## config.mk

```make
export PLATFORM = sky130hd
export DESIGN_NAME = pmu_irq_ack
export DESIGN_NICKNAME = d
export VERILOG_FILES = /design/src/rtl/pmu_irq_pkg.sv /design/src/rtl/pmu_periph_stub.sv /design/src/rtl/pmu_irq_status.sv /design/src/rtl/pmu_reply_queue.sv /design/src/rtl/pmu_ack_tx.sv /design/src/rtl/pmu_irq_ack.sv
export SDC_FILE = /design/constraint.sdc
export NUM_CORES = 1
export LEC_CHECK = 0
export CORE_ASPECT_RATIO = 0.7
export CORE_UTILIZATION = 54
export CTS_BUF_LIST = sky130_fd_sc_hd__clkbuf_4
export DETAILED_ROUTE_END_ITERATION = 16
export DONT_BUFFER_PORTS = 1
export PLACE_DENSITY = 0.69
export RECOVER_POWER = 25
export SYNTH_ARGS = -nofsm -noshare
export SYNTH_HDL_FRONTEND = slang
export SYNTH_SLANG_ARGS = --single-unit
```

## constraint.sdc

```tcl
create_clock -name clk_i -period 2.7 [get_ports clk_i]
set_clock_uncertainty 0.2 [all_clocks]
set_input_delay 0.54 -clock clk_i [delete_from_list [all_inputs] [get_ports clk_i]]
set_output_delay 0.54 -clock clk_i [all_outputs]
set_load 0.05 [all_outputs]
```

## src/rtl/pmu_irq_pkg.sv

```systemverilog
package pmu_irq_pkg;
  localparam int STAT_W     = 8;
  localparam int TICK_BIT   = 0;
  localparam int PERIPH_BIT = 1;
  localparam int AUTO_BIT   = 2;
  localparam logic [STAT_W-1:0] MASK_RST  = 8'h03;
  localparam logic [STAT_W-1:0] PKT_BITS  = 8'h06;
  localparam logic [7:0]        HDR_DATA  = 8'h01;
  localparam logic [7:0]        HDR_EMPTY = 8'h00;
endpackage

```

## src/rtl/pmu_periph_stub.sv

```systemverilog
module pmu_periph_stub #(
  parameter int DEPTH = 16
) (
  input  logic [7:0]         seed_i,
  output logic [DEPTH*8-1:0] bytes_o
);
  // byte k = seed + k
  for (genvar k = 0; k < DEPTH; k++) begin : g_byte
    assign bytes_o[k*8 +: 8] = seed_i + 8'(k);
  end
endmodule

```

## src/rtl/pmu_irq_status.sv

```systemverilog
module pmu_irq_status
  import pmu_irq_pkg::*;
(
  input  logic              clk_i,
  input  logic              rst_ni,
  input  logic              tick_set_i,
  input  logic              cmd_set_i,
  input  logic              poll_set_i,
  input  logic              clr_all_i,
  input  logic              clr_pkt_i,
  input  logic              mask_we_i,
  input  logic [STAT_W-1:0] mask_i,
  output logic [STAT_W-1:0] status_o,
  output logic              irq_no_o
);
  logic [STAT_W-1:0] status_q, status_d, mask_q;

  always_comb begin
    status_d = status_q;
    if (clr_all_i) status_d = '0;
    if (clr_pkt_i) status_d = status_d & ~PKT_BITS;
    // events win over any clear in the same cycle
    if (tick_set_i) status_d[TICK_BIT] = 1'b1;
    if (cmd_set_i)  status_d[PERIPH_BIT] = 1'b1;
    if (poll_set_i) begin
      status_d[PERIPH_BIT] = 1'b1;
      status_d[AUTO_BIT]   = 1'b1;
    end
  end

  always_ff @(posedge clk_i or negedge rst_ni) begin
    if (!rst_ni) begin
      status_q <= '0;
      mask_q   <= MASK_RST;
    end else begin
      status_q <= status_d;
      if (mask_we_i) mask_q <= mask_i;
    end
  end

  assign status_o = status_q;
  assign irq_no_o = ~|(status_q & mask_q);
endmodule

```

## src/rtl/pmu_reply_queue.sv

```systemverilog
module pmu_reply_queue
  import pmu_irq_pkg::*;
#(
  parameter int DEPTH = 16,
  localparam int CNT_W = $clog2(DEPTH + 1)
) (
  input  logic               clk_i,
  input  logic               rst_ni,
  input  logic               clr_i,
  input  logic               cmd_load_i,
  input  logic [7:0]         cmd_len_i,
  input  logic [7:0]         cmd_seed_i,
  input  logic               poll_load_i,
  input  logic [7:0]         poll_len_i,
  input  logic [7:0]         poll_seed_i,
  output logic [DEPTH*8-1:0] q_bytes_o,
  output logic [CNT_W-1:0]   q_cnt_o
);
  logic [DEPTH*8-1:0] cmd_data, poll_data, cmd_img, q_mem;
  logic [CNT_W-1:0]   cmd_cnt, poll_cnt, q_cnt;

  pmu_periph_stub #(.DEPTH(DEPTH)) u_cmd_stub  (.seed_i(cmd_seed_i),  .bytes_o(cmd_data));
  pmu_periph_stub #(.DEPTH(DEPTH)) u_poll_stub (.seed_i(poll_seed_i), .bytes_o(poll_data));

  // framed image: marker, length, data
  for (genvar k = 0; k < DEPTH; k++) begin : g_img
    if (k == 0) begin : g_hdr
      assign cmd_img[7:0] = (cmd_len_i == 8'd0) ? HDR_EMPTY : HDR_DATA;
    end else if (k == 1) begin : g_len
      assign cmd_img[15:8] = cmd_len_i;
    end else begin : g_dat
      assign cmd_img[k*8 +: 8] = cmd_data[(k-2)*8 +: 8];
    end
  end

  always_comb begin
    logic [8:0] framed;
    framed = {1'b0, cmd_len_i} + 9'd2;
    if (cmd_len_i == 8'd0)           cmd_cnt = CNT_W'(1);
    else if (framed > 9'(DEPTH))     cmd_cnt = CNT_W'(DEPTH);
    else                             cmd_cnt = CNT_W'(framed);
    if ({1'b0, poll_len_i} > 9'(DEPTH)) poll_cnt = CNT_W'(DEPTH);
    else                                poll_cnt = CNT_W'(poll_len_i);
  end

  always_ff @(posedge clk_i or negedge rst_ni) begin
    if (!rst_ni) begin
      q_mem <= '0;
      q_cnt <= '0;
    end else if (cmd_load_i) begin
      q_mem <= cmd_img;
      q_cnt <= cmd_cnt;
    end else if (poll_load_i) begin
      q_mem <= poll_data;
      q_cnt <= poll_cnt;
    end else if (clr_i) begin
      q_cnt <= '0;
    end
  end

  assign q_bytes_o = q_mem;
  assign q_cnt_o   = q_cnt;
endmodule

```

## src/rtl/pmu_ack_tx.sv

```systemverilog
module pmu_ack_tx #(
  parameter int DEPTH = 16,
  localparam int CNT_W = $clog2(DEPTH + 1),
  localparam int REM_W = $clog2(DEPTH + 2),
  localparam int BUF_N = DEPTH + 1
) (
  input  logic               clk_i,
  input  logic               rst_ni,
  input  logic               go_i,
  input  logic [7:0]         hdr_i,
  input  logic [DEPTH*8-1:0] body_i,
  input  logic [CNT_W-1:0]   body_cnt_i,
  output logic               valid_o,
  output logic [7:0]         data_o,
  output logic               last_o
);
  logic [BUF_N*8-1:0] buf_q;
  logic [REM_W-1:0]   rem_q;

  always_ff @(posedge clk_i or negedge rst_ni) begin
    if (!rst_ni) begin
      buf_q <= '0;
      rem_q <= '0;
    end else if (go_i) begin
      buf_q <= {body_i, hdr_i};
      rem_q <= REM_W'(body_cnt_i) + REM_W'(1);
    end else if (rem_q != '0) begin
      buf_q <= {8'h00, buf_q[BUF_N*8-1:8]};
      rem_q <= rem_q - REM_W'(1);
    end
  end

  assign valid_o = (rem_q != '0);
  assign last_o  = (rem_q == REM_W'(1));
  assign data_o  = buf_q[7:0];
endmodule

```

## src/rtl/pmu_irq_ack.sv

```systemverilog
module pmu_irq_ack
  import pmu_irq_pkg::*;
#(
  parameter int DEPTH = 16,
  localparam int CNT_W = $clog2(DEPTH + 1)
) (
  input  logic       clk_i,
  input  logic       rst_ni,
  input  logic       tick_i,
  input  logic       cmd_i,
  input  logic [7:0] cmd_len_i,
  input  logic [7:0] cmd_seed_i,
  input  logic       poll_i,
  input  logic [7:0] poll_len_i,
  input  logic [7:0] poll_seed_i,
  input  logic       mask_we_i,
  input  logic [7:0] mask_i,
  input  logic       ack_i,
  output logic       irq_no_o,
  output logic       rsp_valid_o,
  output logic [7:0] rsp_data_o,
  output logic       rsp_last_o
);
  logic [STAT_W-1:0]  status;
  logic [DEPTH*8-1:0] q_bytes;
  logic [CNT_W-1:0]   q_cnt;
  logic ack_go, pkt_pending, poll_take;

  assign pkt_pending = status[PERIPH_BIT];
  assign ack_go      = ack_i & ~rsp_valid_o;
  assign poll_take   = poll_i & ~pkt_pending & ~cmd_i & (poll_len_i != 8'd0);

  pmu_irq_status u_status (
    .clk_i, .rst_ni,
    .tick_set_i (tick_i),
    .cmd_set_i  (cmd_i),
    .poll_set_i (poll_take),
    .clr_all_i  (ack_go & ~pkt_pending),
    .clr_pkt_i  (ack_go & pkt_pending),
    .mask_we_i,
    .mask_i,
    .status_o   (status),
    .irq_no_o
  );

  pmu_reply_queue #(.DEPTH(DEPTH)) u_queue (
    .clk_i, .rst_ni,
    .clr_i       (ack_go & pkt_pending),
    .cmd_load_i  (cmd_i),
    .cmd_len_i, .cmd_seed_i,
    .poll_load_i (poll_take),
    .poll_len_i, .poll_seed_i,
    .q_bytes_o   (q_bytes),
    .q_cnt_o     (q_cnt)
  );

  pmu_ack_tx #(.DEPTH(DEPTH)) u_tx (
    .clk_i, .rst_ni,
    .go_i       (ack_go),
    .hdr_i      (pkt_pending ? (status & PKT_BITS) : status),
    .body_i     (q_bytes),
    .body_cnt_i (pkt_pending ? q_cnt : '0),
    .valid_o    (rsp_valid_o),
    .data_o     (rsp_data_o),
    .last_o     (rsp_last_o)
  );
endmodule

```

# Word-level counts from Yosys, hierarchy flattened
# Cells that the tools add are included.
[op_classes]
eq_ne = 1
n_reduce_logical = 10
mux = 20
n_addsub = 31
bitwise = 10
magnitude_cmp = 2
[ops]
columns = ["operator", "count"]
rows = [
  ["two-way mux 136 bit", 2],
  ["two-way mux 128 bit", 2],
  ["adder 8 x 4 -> 8 bit, second input constant", 14],
  ["adder 8 x 3 -> 8 bit, second input constant", 8],
  ["two-way mux 5 bit", 9],
  ["adder 8 x 2 -> 8 bit, second input constant", 4],
  ["adder 8 x 1 -> 8 bit, second input constant", 2],
  ["two-way mux 8 bit", 2],
  ["adder 8 x 2 -> 9 bit, second input constant", 1],
  ["> comparator 9 x 5 -> 1 bit, second input constant", 1],
  ["bitwise AND 8 bit", 1],
  ["> comparator 8 x 5 -> 1 bit, second input constant", 1],
  ["logical NOT 8 bit", 1],
  ["nonzero test 8 bit", 1],
  ["OR reduction 8 bit", 1],
  ["bitwise AND 1 bit", 6],
  ["nonzero test 3 bit", 2],
  ["adder 5 x 1 -> 5 bit, second input constant", 1],
  ["== test 5 x 1 -> 1 bit, second input constant", 1],
  ["nonzero test 5 bit", 1],
  ["subtractor 5 x 1 -> 5 bit, second input constant", 1],
  ["nonzero test 2 bit", 2],
  ["nonzero test 4 bit", 1],
  ["two-way mux 1 bit", 3],
  ["4 further kinds", 6],
]
[totals]
word_cells = 82
register_bits = 290
output_inout_bits = 11
inputBits = 47

# Logic depth before layout (Yosys ltp)
[logic_depth]
word_depth = 8
mapped_depth = 7
mapped_depth_nobuf = 6

# By module
# Synthesis repeated with hierarchy kept, for this count alone.
[unflattened]
hier_cells = 1727
area_unflattened_um2 = 16440.8
[modules_own_cells]
columns = ["mod", "area_per_inst_um2", "instances", "seq_area_each_um2", "cells_per_inst"]
rows = [
  ["pmu_ack_tx", 6637.6, 1, 3528.4, 633],
  ["pmu_reply_queue", 6137.1, 1, 3328.2, 586],
  ["pmu_periph_stub", 1639.1, 2, 0.0, 234],
  ["pmu_irq_status", 269.0, 1, 152.6, 21],
  ["pmu_irq_ack", 118.9, 1, 0.0, 19],
]

# Least setup slack after synthesis
# Ideal clock, no wire load.
[synth_timing]
path_type = "register -> output"
start = "register u_tx.rem_q[1]"
end = "output port rsp_last_o"
required_time_ps = 1960
slack_ps = -211
arrival_time_ps = 2171
n_path_buf = 0
path_stages_with_launch = 4
cell_sequence = "dfrtp_1 -> inv_1 -> ha_1 -> nor4b_1"
[synth_via]
elab_chain_cells = 1
[synth_rtl]
columns = ["element", "line_no", "text"]
rows = [
  ["start: declaration", "pmu_ack_tx.sv:18", "logic [REM_W-1:0] rem_q;"],
  ["start signal: assignment", "pmu_ack_tx.sv:26", "rem_q <= REM_W'(body_cnt_i) + REM_W'(1);"],
  ["start signal: assignment", "pmu_ack_tx.sv:29", "rem_q <= rem_q - REM_W'(1);"],
  ["== test 5 x 1 -> 1 bit", "pmu_ack_tx.sv:34", "assign last_o = (rem_q == REM_W'(1));"],
  ["end: declaration", "pmu_irq_ack.sv:22", "output logic rsp_last_o"],
]
# Every way passes these cells.

# Worst setup path in the final report
[layout_timing]
start = "register u_status.status_q[1] (netlist: u_status.status_o[1])"
end = "output port irq_no_o"
[layout_via]
elab_chain_cells = 3
[layout_rtl]
columns = ["element", "line_no", "text"]
rows = [
  ["start: declaration", "pmu_irq_status.sv:16", "logic [STAT_W-1:0] status_q, status_d, mask_q;"],
  ["start signal: assignment", "pmu_irq_status.sv:36", "status_q <= status_d;"],
  ["bitwise AND 8 bit", "pmu_irq_status.sv:42", "assign irq_no_o = ~|(status_q & mask_q);"],
  ["OR reduction 8 bit", "pmu_irq_status.sv:42", ""],
  ["logical NOT 1 bit", "pmu_irq_status.sv:42", ""],
  ["end: declaration", "pmu_irq_ack.sv:19", "output logic irq_no_o,"],
]
# Every way passes these cells.

==> flow_summary.yaml <==
run_status:
  outcome: "finished with violations"
  violations: "negative hold slack"
global_route:
  grt_max_degree: 253
  grt_use_met2: 0.416
  use_met1: 0.439
  grt.overflow.total: 0
  grt_usage: 0.297
  gr-usage-met3: 0.0759
  grt_first_pass_wirelength_um: 58900
  top_usage_layer: "met1"
  grt_pass1_vias: 10500
  antenna_found_initial: 2
pwr:
  power.leakage_nw: 7.00
  p_per_area_nw_per_um2: 817
  total_power_mw: 13.0
  peakVddDrop_mv: 0.565
cts:
  root_buffer: "clkbuf_4"
  numCtsBuffers: 61
  htree_levels: 2
  cts_tree: "yes"
  clkTransAtPathRegs_ns: 0.08
  hold_buffers: 122
  cts.sinks: 252
  clk_latency_ns: 0.74
  ctsLongestPathBuffers: 3
setup_path:
  worstSetupPathType: "register to output port"
  crit_arrival_ns: 1.89
  required_ns: 1.96
  start_kind: "register"
  path_max_fanout: 8
  end_kind: "output port"
detailed_routing:
  drt-total-wl_um: 37200
  drc: 0
  drtAntennaViolNets: 0
  vias_per_cell: 5.90
  first_pass_iters: 5
  vias: 11100
  wire_per_inst_um: 19.8
  drtIter0Drc: 1222
sta:
  setup_viol: 0
  drv_slew: 0
  period_share: 0.973
  fmax_mhz: 381
  holdWs_ns: -0.683
  finalCriticalPeriod_ns: 2.63
  finalHoldViolations: 252
  slew_headroom: 0.251
  rsz0062_at_grt: "yes"
  worstMarginPinSlew_ns: 1.12
finish:
  finalNetCount: 1580
  synthToLayoutAreaGrowth_pct: 17.7
  post-route-cell-area_sq_um: 15900
  final_layout_size_suffix_gt1_frac: 0.108
placement:
  postPlaceCellArea_sq_um: 13700
  numPortBuffers: 0
  dp_hpwl_um: 21200
  gp_congestion: 0.891
synth:
  ys.flop_type: "dfrtp_1"
  yosys.cell_types.count: 57
  synth_seq_cells: 252
  synth_area_per_cell_sq_um: 9.68
  yosysWarnings: 0
  postSynthCellCount: 1396
  syn_nets: 1473
  synthArstFlopShare: 1.00
  seq_area_frac_synth: 0.467
  synth-edff-count: 0
  syn_area_sq_um: 13500
floorplan:
  ios: 58
  die_area_sq_um: 25700
  die_height_um: 134
  fp.dieW_um: 191
  start_util: 0.549
  core_sq_um: 24600
  rows: 48
flow_run:
  maxCapViolations: 0
hold_path:
  hp-class: "input port to asynchronous set/reset pin"
## metal layers
layer	up-vias	wire, um
met5	-	9
met1	5367	17000
met4	2	1250
met2	466	15700
met3	120	3260
li1	5122	-
## through the flow
stage          cells  worst slack [ns]  utilization  hold slack, ns  TNS [ns]
3_3_place_gp    1635             0.147        0.557          0.0492         0
2_1_floorplan   1396            0.0620            -          0.0444         0
5_1_grt         1878           -0.0206        0.646          -0.749   -0.0360
4_1_cts         1872           0.00575        0.642          -0.746         0
6_report        1879            0.0729        0.646          -0.683         0
3_5_place_dp    1635             0.175        0.557          0.0494         0
## where the power goes
group / switching, mW / internal [mW]
Clock: 1.57 / 1.61
Combinational: 1.97 / 1.91
Sequential: 0.967 / 4.97
Total: 4.51 / 8.48
## Yosys cell counts, drive strengths merged (26+ instances only)
cell | n | area, sq um
xor2 | 26 | 228
mux2i | 143 | 1430
nand3 | 49 | 245
a21oi | 165 | 826
nor2 | 194 | 728
nand2 | 81 | 304
o21ai | 36 | 180
ha | 30 | 375
dfrtp | 250 | 6260
clkbuf | 40 | 150
buf | 83 | 440
o211ai | 33 | 248
xnor2 | 76 | 666
## kinds of logic (layout without fill, tap and decap cells)
group / after synthesis / after routing / synth area share
simple gates: 401 / 401 / 0.133
compound gates: 324 / 324 / 0.148
flops: 252 / 252 / 0.467
mux: 148 / 148 / 0.110
buf+inv: 139 / 295 / 0.0482
xor+xnor: 102 / 102 / 0.0661
fa+ha+maj: 30 / 30 / 0.0278
other cells: 0 / 2 / 0
## registers in the layout (all words and copies together), names as in the netlist
signal	flops
u_tx.rem_q	5
u_tx.buf_q	136
u_status.status_o	3
u_status.mask_q	3
u_queue.q_bytes_o	100
u_queue.q_cnt_o	5
## final cells by class
class | count | area (sq um)
antenna | 2 | 5.00
clock buffer | 96 | 721
clock inverter | 16 | 61.3
fill | 1984 | 8720
inverter | 16 | 60.1
multi-input combinational | 1005 | 6590
sequential | 252 | 6310
tap | 325 | 407
timing repair buffer | 167 | 1750
## worst max-delay path, cell delays in order (launching register included)
cell and delay [ns]:
dfrtp_1 0.41, buf_6 0.15, a222oi_1 0.35, buf_4 0.26
## cells in the final DEF (no fill, tap or decap), types with 3 or more instances in the layout
| cell type | count |
|---|---|
| nand3_1 | 49 |
| nor3_1 | 18 |
| nand2_1 | 81 |
| or3_1 | 6 |
| nand4_1 | 5 |
| o21bai_1 | 5 |
| o211ai_1 | 33 |
| dfrtp_1 | 250 |
| a21boi_0 | 3 |
| ha_1 | 29 |
| a21oi_1 | 164 |
| o22ai_1 | 5 |
| nor2b_1 | 10 |
| o21ai_0 | 36 |
| and2_1 | 14 |
| o21a_1 | 7 |
| xor2_1 | 26 |
| a211oi_1 | 9 |
| a221o_1 | 21 |
| buf_4 | 34 |
| inv_1 | 11 |
| nand3b_1 | 3 |
| mux2i_1 | 143 |
| nand2b_1 | 8 |
| inv_2 | 5 |
| dlymetal6s4s_1 | 3 |
| buf_12 | 9 |
| mux2_2 | 5 |
| a21o_1 | 7 |
| a31oi_1 | 12 |
| dlygate4sd3_1 | 116 |
| clkbuf_4 | 96 |
| nor2_1 | 193 |
| a22o_1 | 4 |
| clkinv_1 | 15 |
| buf_16 | 3 |
| xnor2_1 | 76 |
## path summary, 6_finish.rpt
path | startpoint | to | slack (ns) | cells after the start
setup / recovery | u_status.status_o[1] | irq_no_o | 0.07 | 3
hold / removal | rst_ni | u_tx.buf_q[5] | -0.68 | 0
setup reg to reg | u_status.status_o[1] | u_queue.q_bytes_o[36] | 0.08 | 5
hold reg to reg | u_queue.q_bytes_o[19] | u_queue.q_bytes_o[19] | 0.28 | 1
max in group asynchronous | rst_ni | u_status.status_o[2] | 2.32 | 0
min in group clk_i | poll_seed_i[7] | u_queue.q_bytes_o[15] | 0.06 | 3
## what timing repair did
action	CTS	global route
gates cloned	0	1
setup endpoints to repair	1	16
resized for setup	7	7
endpoints found under the hold margin	484	252
pin swaps	0	1
setup buffers	3	4
No activity file was read; power rests on OpenSTA's default activity.
